==> src/rtl/sem_pkg.sv <==
package sem_pkg;
   typedef enum logic [1:0] {
      OP_PEEK  = 2'd0,
      OP_TAKE  = 2'd1,
      OP_GIVE  = 2'd2,
      OP_PEEK2 = 2'd3
   } sem_op_e;
endpackage

==> src/rtl/sem_route.sv <==
module sem_route
   import sem_pkg::*;
#(
   parameter int NSEM = 8,
   parameter int IDXW = $clog2(NSEM)
) (
   input  logic            loc_req,
   input  logic [1:0]      loc_op,
   input  logic [IDXW-1:0] loc_idx,
   input  logic            rmt_wr,
   input  logic [IDXW-1:0] rmt_idx,
   output logic [NSEM-1:0] take_hit,
   output logic [NSEM-1:0] give_hit,
   output logic [NSEM-1:0] rmt_hit
);
   for (genvar s = 0; s < NSEM; s++) begin : g_sel
      logic loc_here;
      assign loc_here    = loc_req && (loc_idx == IDXW'(s));
      assign take_hit[s] = loc_here && (sem_op_e'(loc_op) == OP_TAKE);
      assign give_hit[s] = loc_here && (sem_op_e'(loc_op) == OP_GIVE);
      assign rmt_hit[s]  = rmt_wr && (rmt_idx == IDXW'(s));
   end
endmodule

==> src/rtl/sem_cell.sv <==
module sem_cell #(
   parameter int CW        = 8,
   parameter int MAX_DEPTH = 255,
   parameter int INIT_CNT  = 0
) (
   input  logic          clk,
   input  logic          rst_n,
   input  logic          l_take,
   input  logic          l_give,
   input  logic [CW-1:0] l_amt,
   input  logic          r_inc,
   input  logic [CW-1:0] r_amt,
   output logic [CW-1:0] cnt,
   output logic          ovf,
   output logic          enough
);
   localparam int SW = CW + 2;
   localparam logic [SW-1:0] CAP = SW'(MAX_DEPTH);

   logic [CW-1:0] cnt_q;
   logic          ovf_q;
   logic [SW-1:0] add_l, add_r, raised, net;
   logic          clip;
   logic [CW-1:0] cnt_d;

   assign enough = (cnt_q >= l_amt);

   always_comb begin
      add_l  = l_give ? SW'(l_amt) : '0;
      add_r  = r_inc  ? SW'(r_amt) : '0;
      raised = SW'(cnt_q) + add_l + add_r;
      net    = (l_take && enough) ? (raised - SW'(l_amt)) : raised;
      clip   = (net > CAP);
      cnt_d  = clip ? CW'(MAX_DEPTH) : net[CW-1:0];
   end

   always_ff @(posedge clk) begin
      if (!rst_n) begin
         cnt_q <= CW'(INIT_CNT);
         ovf_q <= 1'b0;
      end else begin
         cnt_q <= cnt_d;
         if (clip) ovf_q <= 1'b1;
      end
   end

   assign cnt = cnt_q;
   assign ovf = ovf_q;
endmodule

==> src/rtl/sem_resp.sv <==
module sem_resp
   import sem_pkg::*;
#(
   parameter int CW = 8
) (
   input  logic          clk,
   input  logic          rst_n,
   input  logic          req,
   input  logic [1:0]    op,
   input  logic [CW-1:0] sel_cnt,
   input  logic          sel_enough,
   output logic          rsp_vld,
   output logic          rsp_ok,
   output logic [CW-1:0] rsp_cnt
);
   always_ff @(posedge clk) begin
      if (!rst_n) begin
         rsp_vld <= 1'b0;
         rsp_ok  <= 1'b0;
         rsp_cnt <= '0;
      end else begin
         rsp_vld <= req;
         if (req) begin
            rsp_cnt <= sel_cnt;
            rsp_ok  <= (sem_op_e'(op) == OP_TAKE) ? sel_enough : 1'b1;
         end
      end
   end
endmodule

==> src/rtl/sem_bank.sv <==
module sem_bank #(
   parameter int NSEM      = 8,
   parameter int CW        = 8,
   parameter int MAX_DEPTH = (1 << CW) - 1,
   parameter int INIT_CNT  = 0,
   parameter int IDXW      = $clog2(NSEM)
) (
   input  logic            clk,
   input  logic            rst_n,
   input  logic            loc_req,
   input  logic [1:0]      loc_op,
   input  logic [IDXW-1:0] loc_idx,
   input  logic [CW-1:0]   loc_amt,
   input  logic            rmt_wr,
   input  logic [IDXW-1:0] rmt_idx,
   input  logic [CW-1:0]   rmt_amt,
   output logic            loc_rsp_vld,
   output logic            loc_rsp_ok,
   output logic [CW-1:0]   loc_rsp_cnt,
   output logic [NSEM-1:0] ovf
);
   if (NSEM < 2 || (1 << IDXW) < NSEM) begin : g_bad_nsem
      $error("sem_bank: NSEM must be at least 2 and fit the index width");
   end
   if (MAX_DEPTH < 1 || MAX_DEPTH >= (1 << CW)) begin : g_bad_depth
      $error("sem_bank: MAX_DEPTH must lie in 1 .. 2**CW-1");
   end
   if (INIT_CNT < 0 || INIT_CNT > MAX_DEPTH) begin : g_bad_init
      $error("sem_bank: INIT_CNT must not exceed MAX_DEPTH");
   end

   logic [NSEM-1:0]    take_hit, give_hit, rmt_hit, enough_vec;
   logic [NSEM*CW-1:0] cnt_flat;
   logic [CW-1:0]      sel_cnt;
   logic               sel_enough;

   sem_route #(.NSEM(NSEM), .IDXW(IDXW)) u_route (
      .loc_req (loc_req),
      .loc_op  (loc_op),
      .loc_idx (loc_idx),
      .rmt_wr  (rmt_wr),
      .rmt_idx (rmt_idx),
      .take_hit(take_hit),
      .give_hit(give_hit),
      .rmt_hit (rmt_hit)
   );

   for (genvar s = 0; s < NSEM; s++) begin : g_cell
      sem_cell #(.CW(CW), .MAX_DEPTH(MAX_DEPTH), .INIT_CNT(INIT_CNT)) u_cell (
         .clk    (clk),
         .rst_n  (rst_n),
         .l_take (take_hit[s]),
         .l_give (give_hit[s]),
         .l_amt  (loc_amt),
         .r_inc  (rmt_hit[s]),
         .r_amt  (rmt_amt),
         .cnt    (cnt_flat[s*CW +: CW]),
         .ovf    (ovf[s]),
         .enough (enough_vec[s])
      );
   end

   assign sel_cnt    = cnt_flat[loc_idx*CW +: CW];
   assign sel_enough = enough_vec[loc_idx];

   sem_resp #(.CW(CW)) u_resp (
      .clk       (clk),
      .rst_n     (rst_n),
      .req       (loc_req),
      .op        (loc_op),
      .sel_cnt   (sel_cnt),
      .sel_enough(sel_enough),
      .rsp_vld   (loc_rsp_vld),
      .rsp_ok    (loc_rsp_ok),
      .rsp_cnt   (loc_rsp_cnt)
   );
endmodule

==> config.mk <==
export PLATFORM = sky130hd
export DESIGN_NAME = sem_bank
export DESIGN_NICKNAME = d
export VERILOG_FILES = /design/src/rtl/sem_pkg.sv /design/src/rtl/sem_route.sv /design/src/rtl/sem_cell.sv /design/src/rtl/sem_resp.sv /design/src/rtl/sem_bank.sv
export SDC_FILE = /design/constraint.sdc
export NUM_CORES = 1
export LEC_CHECK = 0
export BUFFER_PORTS_ARGS = -buffer_cell sky130_fd_sc_hd__buf_2
export CORE_MARGIN = 10
export CORE_UTILIZATION = 65
export DETAILED_ROUTE_END_ITERATION = 16
export PLACE_DENSITY = 0.81
export SLEW_MARGIN = 15
export SYNTH_ARGS = -nofsm -noshare
export SYNTH_HDL_FRONTEND = slang
export SYNTH_HIERARCHICAL = 1
export SYNTH_SLANG_ARGS = --single-unit
==> constraint.sdc <==
create_clock -name clk -period 5.2 [get_ports clk]
set_input_delay 0 -clock clk [delete_from_list [all_inputs] [get_ports clk]]
set_output_delay 0 -clock clk [all_outputs]
set_load 0.1 [all_outputs]
==> results.txt, run 1 <==
The flow ran to the end, and the final reports show no timing, DRC or antenna violations. The critical setup path kind is in -> reg. Row generation in the floorplan step produced 52 rows. The tools report the category of the worst setup path launch point as a primary input. Global routing consumed, over all layers together, 28.2% of the routing resources.

The register clock-pin slew on the reported worst setup and hold paths was 0.07 ns; the actual transition at the worst max-transition pin was 0.994 ns. The first-pass GRT wire length is 60,300 um, and the clock sink count is 82. The detailed-placement wirelength estimate is 29,600 um. The post-detailed-route count of antenna-violating nets was 0; the worst path arrival time was 5.17 ns. Portion of synthesized cell area occupied by the leading cell type: 17.2%.

The via count of the first global-routing pass came out at 11,500. Number of H-tree levels: 3. During placement, the flow inserted port buffers numbering 45.

In this run the worst path has a maximum fanout of 9. The count of flip-flops with a built-in enable after synthesis is 0, and the leakage power of the design is 7.09 nW. After the last flow step, the layout net total stands at 1,853. The share of async-settable or async-resettable flops after synthesis works out to 0%. Dividing the final minimum period by the clock period gives 95.2%. The total overflow reported by the global router was 0.

The number of setup violations in the final report is 0. Wires add up to 38,100 um. A synthesized cell averages 8.90 sq um. The overall die area is 0.0268 sq mm.

The nature of the critical path endpoint was a flip-flop. The number of different library cells used by synthesis comes to 91. On the final layout, the worst clock skew is 0.00872 ns. The worst IR drop on VDD is 0.000143 V. Number of maximum-capacitance violations: 0.

Measured along the x axis, the die boundary spans 164 um. The run gives 0 as the total count of max-transition violations in the final report. After detailed routing, the number of vias per cell comes to 6.45.

TritonCTS built the clock tree. Cells fill 70.5% of the core in the end. For the initial antenna violation count, the log shows 1. No sink is reached through more buffers than the 2 on the longest clock path. Once the floorplan was initialized, standard cells occupied 66.3% of the core. The remaining design rule violation count was 0; the fraction of layout instances using a drive strength above 1 was 12.9%. Data on the critical path is required at its endpoint by 5.42 ns.

The final critical path time including I/O delays and setup is 4.95 ns. After synthesis, the cell types taking the most area are ha_1 (17%), dfxtp_1 (12%), fa_1 (12%), a21oi_1 (5.1%), and2_1 (4.5%). Counting every net in the synthesized netlist gives 1,798. The path class of the tightest hold or removal check is in -> reg. The largest net degree at the start of global routing was 72; the upper clock frequency limit was 0.202 GHz. The routed wirelength normalized by instance count is 20.7 um, and the number of top-level pins is 46. The run gives 1,095 as the starting DRC count in detailed routing. The logs give 0.0202 sq mm for the core outline area and 6 for the first-pass iteration count of the detailed router. For the relative slew slack, the log shows 33.2%. The run gives 0.987 as the last weighted congestion value of the routability-driven placer. Setup repair after global routing could not meet its margin everywhere. At the later pin of the worst-skew pair, clock insertion delay measures 0.36 ns.

The routed via count was 11,800; the overall die height was 164 um. The cell sitting at the root of the clock tree is a clkbuf_16. The number of clock buffers added by TritonCTS is 9. The logs give 0 for the number of endpoints with negative hold slack in the final report and 1,506 for the cell count after synthesis. In this run the power density over the cells is 144 mW/mm^2. Summing every instance area after synthesis gives 0.0134 sq mm. Yosys printed 6 warnings. Relative to the synthesized area, the layout overhead comes to 6.42%. The synthesized design contains 82 register bits.

The predominant post-synthesis flop cell was dfxtp_1. Of the synthesized area, sequential elements account for 12.2%. Once layout is done, the placed cells without fillers occupy 0.0143 sq mm. Summing all placed instances gives a cell area of 0.0140 sq mm.

Of all cell types, the one taking the most synthesized area is ha_1. The number of setup buffers added after CTS is 0.
==> stage by stage <==
| stage | power, W | std cells | setup WS, ns | TNS [ns] | hold WS, ns |
|---|---|---|---|---|---|
| after detailed placement | 0.00140 | 1819 | 0.202 | 0 | 0.351 |
| after global placement | 0.00137 | 1819 | 0.389 | 0 | 0.343 |
| final | 0.00205 | 1837 | 0.250 | 0 | 0.0914 |
| after global routing | 0.00216 | 1836 | -0.0459 | -0.105 | 0.0822 |
| after CTS | 0.00205 | 1836 | 0.253 | 0 | 0.0689 |
| after floorplan | 0.00120 | 1506 | 1.03 | 0 | 0.117 |
==> final timing paths <==
| path | end | slack, ns | start | cells after the start |
|---|---|---|---|---|
| max | g_cell[2].u_cell/cnt[0]$_SDFF_PN0_ | 0.25 | loc_op[1] | 22 |
| max reg2reg | g_cell[2].u_cell/cnt[0]$_SDFF_PN0_ | 0.79 | g_cell[2].u_cell/cnt[1]$_SDFF_PN0_ | 18 |
| min reg2reg | g_cell[0].u_cell/ovf$_SDFFE_PN0N_ | 0.45 | g_cell[0].u_cell/ovf$_SDFFE_PN0N_ | 2 |
| min | u_resp/rsp_ok$_SDFFE_PN0P_ | 0.09 | loc_op[0] | 3 |
==> logic make-up (layout without fill, tap and decap cells) <==
family / count (synthesis) / after routing / synth area share, %
other cells: 0 / 1 / 0
xor+xnor: 73 / 73 / 4.77
compound gates: 431 / 431 / 25.1
flops: 82 / 82 / 12.2
simple gates: 434 / 434 / 17.3
fa+ha+maj: 264 / 264 / 29.1
buf+inv: 164 / 224 / 4.85
mux: 58 / 58 / 6.62
==> report_power, final <==
part           internal, W  leakage [nW]  total [W]  switching [W]
sequential        0.000649         0.665   0.000683      0.0000341
combinational     0.000297          6.29   0.000721       0.000424
clock             0.000333         0.142   0.000649       0.000316
total              0.00128          7.09    0.00205       0.000774
==> metal layers <==
layer,global-route usage (%),vias up,wire [um]
li1,-,5518,-
met1,36.9,5679,16000
met2,45.7,536,17200
met3,5.01,111,3440
met4,10.3,0,1410
met5,0,-,0
==> placed cells by master (no fill, tap or decap), drive strengths merged, types with 27 or more instances in the layout <==
cell type and n:
ha 184, inv 156, a21oi 140, nor2 128, and2 97, dfxtp 82, fa 80, nand2 70
a21boi 60, buf 55, nand2b 54, xor2 46, o21ai 34, a211oi 33, o211ai 32, a21o 32
mux2i 29, xnor2 27
==> state kept, by name, indices dropped and copies added, names as in the netlist <==
| register | count |
|---|---|
| g_cell.u_cell/cnt | 64 |
| g_cell.u_cell/ovf | 8 |
| u_resp/rsp_cnt | 8 |
| u_resp/rsp_ok | 1 |
| u_resp/rsp_vld | 1 |
==> synth_stat cells (6+ instances only) <==
library cell	instances
ha_1	184
inv_1	151
a21oi_1	137
nor2_1	128
and2_1	96
dfxtp_1	82
fa_1	80
nand2_1	67
nand2b_1	52
a21boi_2	47
xor2_1	46
o211ai_1	30
mux2i_1	29
a211oi_1	27
a21o_1	27
xnor2_1	27
o21ai_0	22
o21a_1	19
mux4_1	18
a211o_1	16
nor2b_1	12
nor3_1	12
mux2_2	11
nand3_1	10
o221a_2	10
o22ai_1	10
a2111oi_2	8
a21boi_1	8
nand4_1	8
a211oi_2	6
o21ai_2	6
or3_1	6
==> final cells by class <==
class                   instances  area, sq um
flip-flops and latches         82         1640
repair buffers                 56          310
fillers                      1583         5960
well taps                     270          338
diodes                          1         2.50
clock buffers                   9          225
clock inverters                 7         57.6
inverters                     152          571
multi-input cells            1260        11100
==> timing repair <==
action / CTS / global route
gates resized for setup: 0 / 2
hold buffers: 1 / 0
hold endpoints to repair: 1 / 0
setup endpoints to repair: 0 / 18
==> worst max-delay path, cell delays in order <==
cell and delay [ns]:
dlygate4sd3_1 0.57, buf_2 0.16, nand4bb_1 0.23, nor2_2 0.34
nand2_1 0.12, fa_1 0.53, inv_1 0.04, ha_1 0.23
fa_1 0.43, a211o_1 0.31, o211ai_1 0.13, nand2b_1 0.09
a21oi_1 0.17, xnor2_1 0.16, ha_1 0.28, inv_1 0.09
nor2_1 0.05, o31a_1 0.12, a2111o_1 0.41, nand3_1 0.09
nor4b_4 0.44, a21oi_1 0.15
No activity file was read; power rests on OpenSTA's default activity.
==> run 2, diff against run 1 <==
SYNTH_HIERARCHICAL = unset   (was 1)
==> results.txt, run 2 <==
The initial antenna violation count is 0. The root buffer cell chosen for the clock tree is clkbuf_16. The die covers 0.0254 sq mm.

For the number of clock buffers inserted by TritonCTS, the log shows 9. Critical setup path kind: in -> reg. In this run the tool buffered the top-level ports with 45 buffer cells.

Cell accounting for the most synthesized area: ha_1. The area growth from synthesis to layout is 7.11%. The completed layout was analyzed and its total power is 0.00212 W. After synthesis the netlist holds a flip-flop and latch count of 82.

At the pin with the least slew margin, the transition time is 1.14 ns. Data on the critical path is required at its endpoint by 5.43 ns. The combined global-route utilization of all metal layers was 29.4%. The slowest cell on the critical path is or4b_2. The clock arrives with 0.0121 ns of skew.

The flow ran to the end, and the final reports show no timing, DRC or antenna violations. The run gives 1,062 as the starting DRC count in detailed routing. The first-pass iteration count of the detailed router was 5. The total overflow reported by the global router is 0, and the power per cell area is 156 mW/mm^2. In this run the critical register-to-register path is captured at g_cell[3].u_cell.cnt[2]$_SDFF_PN0_. The startpoint identified for the worst register-to-register timing path is g_cell[3].u_cell.cnt[2]$_SDFF_PN0_.

The portion of synthesized cell area occupied by the leading cell type was 18.2%; the number of nets in the layout was 1,892. The sequential element share of the synthesized area came out at 13.0%. The number of flip-flops under the largest register name was 64. The portion of total power attributed to sequential cells is 32.3%, and the count of flip-flops with a built-in enable after synthesis is 0. The hold path depth was 3; the number of setup violations in the final report was 0. The number of endpoints with negative hold slack in the final report was 0; the maximum fanout count along the critical path was 9.

The critical path's largest stage delay works out to 0.79 ns. In the synthesized netlist the async set-or-reset flop fraction comes to 0%. The routed wirelength normalized by instance count is 20.5 um, and the number of antenna repair diodes is 0.

The routed via count came out at 11,900. The run gives 0.000140 V as the worst IR drop on VDD. Counting every instance in the synthesized netlist gives 1,559. After synthesis the cells add up to 0.0126 sq mm.

The critical path goes through buf_2 -> inv_1 -> or4b_2 -> nor3_1 -> fa_1 -> ha_1 -> fa_1 -> a21o_1 -> a21oi_1 -> xnor2_1 -> ha_1 -> or4_1 -> o21a_1 -> o31ai_2 -> or3b_1 -> mux2_2 -> o221ai_4 -> o21ai_2. At the end of routability-driven placement, the weighted congestion stood at 0.977. For this run, the leading register cell type out of synthesis is dfxtp_1. The path class of the lowest-slack min-delay path is in -> reg.

The path depth of the worst reg2reg path came out at 15. The clock network is responsible for 34.2% of the overall power. Most common library cell in the layout ignoring fill and taps: inv_1.

By area the synthesized netlist is led by ha_1 (18%), dfxtp_1 (13%), fa_1 (13%), inv_1 (5.6%), a21oi_1 (4.7%). The top cell types in the final layout, fill and taps aside, are inv_1 (186), ha_1 (184), nand2_1 (147). TritonCTS built the clock tree. The setup check on the worst reg-to-reg path leaves a slack of 0.80 ns. During synthesis, Yosys emitted a total of 0 warnings. Core outline area: 0.0189 sq mm. Most frequent cell after synthesis: inv_1. Counting every net in the synthesized netlist gives 1,851. Yosys mapped the design onto 75 distinct sky130hd cell types.

The launch point of the worst path was loc_op[1]. The run gives 0 as the total count of max-transition violations in the final report. Data arrives at the worst endpoint at 5.01 ns. The commonest cells after synthesis are inv_1 (187), ha_1 (184), nand2_1 (147).

Net switching is 36.6% of the power. The first-pass GRT wire length is 60,900 um, and the clock latency at the later pin of the worst-skew pair is 0.37 ns. Per report_power, the combinational group accounts for 33.5% of the total. The final cycle utilization of the critical path was 91.9%; the remaining design rule violation count was 0. The routed design could run at a clock period as short as 4.78 ns.

The die is 159 um wide. The logs give 0.00134 W for the internal power contribution and 2 for the maximum clock path buffer count. Dividing the detail-routed via count by the number of cells gives 6.41. STA classifies the critical path startpoint as a primary input.

STA classifies the critical path endpoint as a flip-flop. For the fill cell instance count of the final layout, the log shows 1,522. Leakage power of the design: 6.44 nW. The initial utilization of the core area, before any placement, comes to 66.9%.

The number of maximum-capacitance violations was 0; the fraction of layout instances using a drive strength above 1 was 8.79%. The tools report the post-detailed-route count of antenna-violating nets as 0. The number of top-level pins was 46; the switching power of the nets was 0.000775 W. The floorplan has 50 rows. Entering global routing, the biggest net connects 41 pins. The H-tree was split into 3 levels. The total detailed-routing wirelength was 38,200 um. In this run the most critical hold path is launched from rst_n.

The tools report the via count of the first global-routing pass as 11,800. Hold-critical path endpoint: g_cell[1].u_cell.ovf$_SDFFE_PN0N_. The worst pin sits at a relative slew slack of 23.7%. Static timing analysis puts the maximum clock frequency at 0.209 GHz. The clock net in this run drives a total of 82 sinks.

In this run the mean area of a mapped cell was 8.10 sq um. Setup repair after global routing left no endpoint under its margin. The register clock-pin slew on the reported worst setup and hold paths was 0.06 ns. In this run the vertical extent of the chip is 159 um. The detailed-placement wirelength estimate came out at 28,800 um. The total negative setup slack was 0 ns.
==> run 2: cells by family after synthesis <==
| group | Yosys count | synth area share, % |
|---|---|---|
| AO/OA/AOI/OAI | 414 | 22.2 |
| XOR/XNOR | 57 | 3.95 |
| adder cells (fa/ha/maj) | 264 | 30.9 |
| buffers and inverters | 237 | 7.32 |
| flip-flops | 82 | 13.0 |
| multiplexers | 54 | 5.96 |
| AND/OR/NAND/NOR | 451 | 16.7 |
==> run 2: worst max path at each step <==
| stage | endpoint | slack, ns |
|---|---|---|
| after floorplan | g_cell[3].u_cell.cnt[0]$_SDFF_PN0_ | 0.34 |
| after global placement | g_cell[3].u_cell.cnt[2]$_SDFF_PN0_ | 0.23 |
| after detailed placement | g_cell[3].u_cell.cnt[2]$_SDFF_PN0_ | 0.11 |
| after CTS | g_cell[3].u_cell.cnt[2]$_SDFF_PN0_ | 0.46 |
| after global routing | g_cell[3].u_cell.cnt[6]$_SDFF_PN0_ | 0.09 |
| final | g_cell[3].u_cell.cnt[2]$_SDFF_PN0_ | 0.42 |
==> run 2: area by class of cell <==
cell class / count / area [sq um] / share of cell area [%]
tap: 260 / 325 / 2.40
clock buffer: 10 / 229 / 1.69
multi-input combinational: 1240 / 10100 / 74.4
sequential: 82 / 1640 / 12.1
timing repair buffer: 79 / 483 / 3.57
inverter: 188 / 706 / 5.21
clock inverter: 5 / 80.1 / 0.592
==> run 2: power by group through the flow <==
stage / clock (W) / sequential [W] / combinational [W]
floorplan: 0 / 0.000713 / 0.000482
global placement: 0 / 0.000695 / 0.000663
detailed placement: 0 / 0.000695 / 0.000689
CTS: 0.000721 / 0.000681 / 0.000694
global route: 0.000743 / 0.000684 / 0.000780
finish: 0.000723 / 0.000684 / 0.000709
==> run 2: repair_timing <==
action                                 4_1_cts  5_1_grt
resized for setup                            0        0
hold buffers                                 1        0
setup buffers                                0        0
endpoints found under the hold margin        1        0
==> run 2: critical path: cells and delay by family <==
| kind | cells | cell delay [ns] |
|---|---|---|
| compound gates | 6 | 1.08 |
| mux | 1 | 0.29 |
| simple gates | 4 | 1.93 |
| xor+xnor | 1 | 0.12 |
| buf+inv | 2 | 0.17 |
| fa+ha+maj | 4 | 1.41 |
==> run 2: routing by layer <==
metal  global-route usage [%]  routed length, um  up-vias
met2                     46.0              16800      551
met1                     37.7              15500     5679
li1                         -                  -     5588
met5                        0                  0        -
met4                     12.6               1700        0
met3                     7.41               4220      131
==> run 2: stage by stage <==
step / worst slack (ns) / instance area, sq um / hold WS, ns / utilization, % / std cells
after floorplan: 0.337 / 12600 / 0.111 / - / 1559
after global placement: 0.229 / 13200 / 0.294 / 69.9 / 1848
after detailed placement: 0.107 / 13200 / 0.303 / 69.9 / 1848
after CTS: 0.456 / 13500 / 0.0341 / 71.6 / 1864
after global routing: 0.0937 / 13500 / 0.0487 / 71.6 / 1864
final: 0.423 / 13500 / 0.0316 / 71.6 / 1864
